--- config.mk ---
export PLATFORM = sky130hd
export DESIGN_NAME = therm_capture
export DESIGN_NICKNAME = d
export VERILOG_FILES = /design/src/rtl/therm_capture.sv
export SDC_FILE = /design/constraint.sdc
export NUM_CORES = 1
export LEC_CHECK = 0
export BUFFER_PORTS_ARGS = -buffer_cell sky130_fd_sc_hd__buf_2
export CORE_AREA = 4 4 44 46
export DETAILED_ROUTE_END_ITERATION = 16
export DIE_AREA = 0 0 48 50
export GPL_TIMING_DRIVEN = 0
export HOLD_SLACK_MARGIN = 0.02
export PLACE_DENSITY = 0.52
export SETUP_SLACK_MARGIN = 0.2
export SYNTH_ARGS = -nofsm -noshare
export SYNTH_HDL_FRONTEND = slang
export SYNTH_SLANG_ARGS = --single-unit
--- constraint.sdc ---
create_clock -name clk -period 1 [get_ports clk]
set_input_delay 0.05 -clock clk [delete_from_list [all_inputs] [get_ports clk]]
set_output_delay 0.05 -clock clk [all_outputs]
set_load 0.005 [all_outputs]
--- src/rtl/therm_capture.sv ---
module therm_capture #(
  parameter int B = 8
) (
  input  logic         clk,
  input  logic         rst_n,
  input  logic         round_start_i,
  input  logic         stop_i,
  input  logic         clear_i,
  output logic [B-1:0] therm_o,
  output logic         valid_o,
  output logic         ovf_o
);

  logic [B-1:0] chain_q;
  logic         run_q, valid_q, ovf_q;
  logic [B-1:0] grow;
  logic         full;

  assign grow    = chain_q | {chain_q[B-2:0], 1'b1};
  assign full    = chain_q[B-1];
  assign therm_o = chain_q;
  assign valid_o = valid_q;
  assign ovf_o   = ovf_q;

  always_ff @(posedge clk or negedge rst_n) begin
    if (!rst_n) begin
      chain_q <= '0;
      run_q   <= 1'b0;
      valid_q <= 1'b0;
      ovf_q   <= 1'b0;
    end else if (clear_i) begin
      chain_q <= '0;
      run_q   <= 1'b0;
      valid_q <= 1'b0;
      ovf_q   <= 1'b0;
    end else if (round_start_i) begin
      chain_q <= '0;
      run_q   <= 1'b1;
      valid_q <= 1'b0;
      ovf_q   <= 1'b0;
    end else if (run_q) begin
      if (stop_i) begin
        run_q   <= 1'b0;
        valid_q <= 1'b1;
      end else if (full) begin
        run_q   <= 1'b0;
        valid_q <= 1'b1;
        ovf_q   <= 1'b1;
      end else begin
        chain_q <= grow;
      end
    end
  end

  AST_THERMO_FORM: assert property (@(posedge clk) disable iff (!rst_n)
    ((therm_o & (therm_o + 1'b1)) == '0));

  AST_SET_ONLY: assert property (@(posedge clk) disable iff (!rst_n)
    (run_q && !clear_i && !round_start_i) |=> ((therm_o & $past(therm_o)) == $past(therm_o)));

  AST_STOP_VALID: assert property (@(posedge clk) disable iff (!rst_n)
    (run_q && stop_i && !clear_i && !round_start_i) |=> (valid_o && !ovf_o && $stable(therm_o)));

  AST_HOLD: assert property (@(posedge clk) disable iff (!rst_n)
    (valid_o && !clear_i && !round_start_i) |=> ($stable(therm_o) && valid_o && $stable(ovf_o)));

  AST_OVF_FULL: assert property (@(posedge clk) disable iff (!rst_n)
    ovf_o |-> (valid_o && (&therm_o)));

  AST_CLEAR: assert property (@(posedge clk) disable iff (!rst_n)
    clear_i |=> (therm_o == '0 && !valid_o && !ovf_o));

  AST_RESTART: assert property (@(posedge clk) disable iff (!rst_n)
    (round_start_i && !clear_i) |=> (therm_o == '0 && !valid_o && !ovf_o));

endmodule

==> key figures <==
Status
  – Outcome: complete, no violations

Synth
  – Yosys warning total: 0
  – Seq cells post-synth: 11
  – Synth cell types: 11
  – Top cell type's share of synthesized area: 0.606
  – Post-Syn Instances: 32
  – Top cells by area, synth: dfrtp_1, nor3b_1, o21a_1
  – Register area share after synthesis: 0.606
  – Area leader, netlist: dfrtp_1
  – Synthesized net count: 37
  – Mapped Area: approximately 450 um^2
  – Synth Area per Inst: between 10 and 15 um^2

Timing
  – Final Max Slew Viols: 0
  – Peak Freq: about 1.0 GHz
  – RSZ-0062 raised after global routing: true
  – Fin Clk Skew: ~0.0021 ns
  – Final min period: between 0.9 and 1 ns
  – Final Hold Fails: 0
  – Setup violators final: 0
  – Final worst setup slack: about 0.011 ns
  – Final Cycle Share: 0.989
  – TNS Setup: 0 ns
  – Worst-Margin Slew: 0.399 ns
  – Max_slew headroom: 0.733

Worst setup path
  – Worst setup EP type: register
  – Crit path launch type: register
  – Worst R2R End: therm_o[5]$_DFFE_PN0P_
  – Critical path peak fanout: 8
  – R2R setup slack: between 0.01 and 0.015 ns
  – Critical Path RT: 1.16 ns
  – WS Path Type: register to register
  – Reg-to-reg startpoint: run_q$_DFF_PN0_
  – Reg2Reg Depth: 3
  – Worst EP arrival: 1.15 ns

Clock network
  – H-tree depth: 1
  – Maximum clock path buffer count: 2
  – Clock root buffer: clkbuf_4
  – Skew-Pair Late Insertion Delay: approximately 0.27 ns
  – Clock-pin slew on the worst setup and hold paths: around 0.06 ns
  – Clock Sinks: 11
  – CTS Buf Count: 3
  – CTS tree: yes

Die
  – Die Wd: ~48 um
  – I/O pin count: 15
  – Die height: 50 um
  – Rows: 14
  – Initial Util: 0.301
  – Core ar.: around 0.0015 mm^2
  – Die area: between 0.002 and 0.0025 mm^2

Final layout
  – Layout cells sized above 1: 0.527
  – Fin area: 626 um^2
  – Ant. Diodes: 0
  – Commonest non-fill, non-tap cell in the layout: buf_2
  – Finished Layout Cells: a little over 70
  – Most frequent cells in the layout: buf_2, dfrtp_1, o21a_1, nor3b_1, a21o_2
  – Layout overhead on the synthesized area: 37.7%
  – Nets: between 60 and 70
  – Fin util: 0.415

Pwr
  – Leak: 0.000345 uW
  – Worst VDD drop: ~530 uV
  – Power Density: 1310 mW/mm^2

Place
  – Placed cell count: 62
  – RePlAce Congestion: 0.717
  – IO buf count: 14
  – Pre-CTS WS: -0.0250 ns
  – Dpl hpwl: 681 um
  – DP Area: about 540 um^2

Global route
  – Initial antenna violation count: 0
  – Total grt overflow: 0
  – Number of global-route vias before repair: approximately 310
  – First-pass GRT wire length: 1400 um
  – Pin count of the biggest net entering global routing: 12
  – GRT Resource Usage Total: 0.0865

Min path
  – Hold Crit Start: round_start_i
  – HP Class: primary input to register
  – Worst Hold End: run_q$_DFF_PN0_
  – Hold Path Depth: 2

Detailed routing
  – DR iter-0 viols: 4
  – Max layer used: met4
  – WL final: just over 900 um
  – WL met2: approximately 420 um
  – Routed wl met3: between 80 and 90 um
  – Total number of vias: approximately 340
  – DRC viols: 0
  – Vias/cell: approximately 4.8
  – M1 wire length: between 300 and 400 um
  – Remaining antenna violation count: 0
  – Wirelength per Cell: 13.1 um
  – Drt pass-1 iters: 3

Flow run
  – Max Cap Violations: 0
per-stage QoR:
| stage | hold WS [ns] | total power [uW] |
|---|---|---|
| 3_3_place_gp | -0.0758 | 508 |
| 3_5_place_dp | -0.0706 | 509 |
| 6_report | 0.107 | 817 |
| 2_1_floorplan | -0.246 | 479 |
| 4_1_cts | 0.112 | 829 |
| 5_1_grt | 0.112 | 850 |
routing by layer:
layer,GRT usage,vias up
met2,0.121,13
met5,0,-
met1,0.101,159
li1,-,165
met4,0.0807,0
met3,0.0218,5
cell usage after synthesis:
library cell / n
dfrtp_1: 11
nor3b_1: 5
o21a_1: 5
a21o_2: 4
a22o_1: 1
a31o_1: 1
and3b_1: 1
and3b_2: 1
nor2_1: 1
nor3b_4: 1
o21ba_2: 1
cell type report:
| cell class | count | area (um^2) |
|---|---|---|
| clock buffers | 4 | 26.3 |
| repair buffers | 19 | 118 |
| fillers | 138 | 881 |
| well taps | 16 | 20.0 |
| flip-flops and latches | 11 | 277 |
| multi-input cells | 21 | 185 |
how the worst max path moves through the flow:
stage / startpoint / end / slack [ns] / cells past startpoint
5_1_grt: therm_o[7]$_DFFE_PN0P_ / therm_o[1]$_DFFE_PN0P_ / -0.03 / 3
3_3_place_gp: therm_o[7]$_DFFE_PN0P_ / therm_o[1]$_DFFE_PN0P_ / -0.008 / 2
3_5_place_dp: therm_o[7]$_DFFE_PN0P_ / therm_o[1]$_DFFE_PN0P_ / -0.03 / 2
6_report: run_q$_DFF_PN0_ / therm_o[5]$_DFFE_PN0P_ / 0.01 / 3
4_1_cts: therm_o[7]$_DFFE_PN0P_ / therm_o[1]$_DFFE_PN0P_ / 0.03 / 3
2_1_floorplan: therm_o[7]$_DFFE_PN0P_ / therm_o[1]$_DFFE_PN0P_ / 0.05 / 2
report_power, final:
group	internal [uW]	switching, uW	leakage, uW
registers	449	2.74	0.000150
clock network	155	144	0.0000150
logic	32.1	34.0	0.000180
kinds of logic after synthesis:
| kind of cell | synth area share |
|---|---|
| AO/OA/AOI/OAI | 0.220 |
| flip-flops | 0.606 |
| AND/OR/NAND/NOR | 0.174 |
critical path: stages (launching register included):
cell and delay, ns:
dfrtp_1 0.39, nor3b_4 0.16, buf_6 0.13, a21o_2 0.20
timing repair:
item                       in CTS  in global routing
setup endpoints to repair      21                 21
resized for setup               4                  0
gates cloned                    0                  0
pin swaps                       9                  6
hold buffers                    1                  0
setup buffers                   4                  0
hold endpoints to repair       11                  0
flip-flops by register name, summed over array words and instances, names as in the netlist:
register and flops:
therm_o 8, ovf_o 1, run_q 1, valid_o 1
Power figures use the tool's default switching activity.
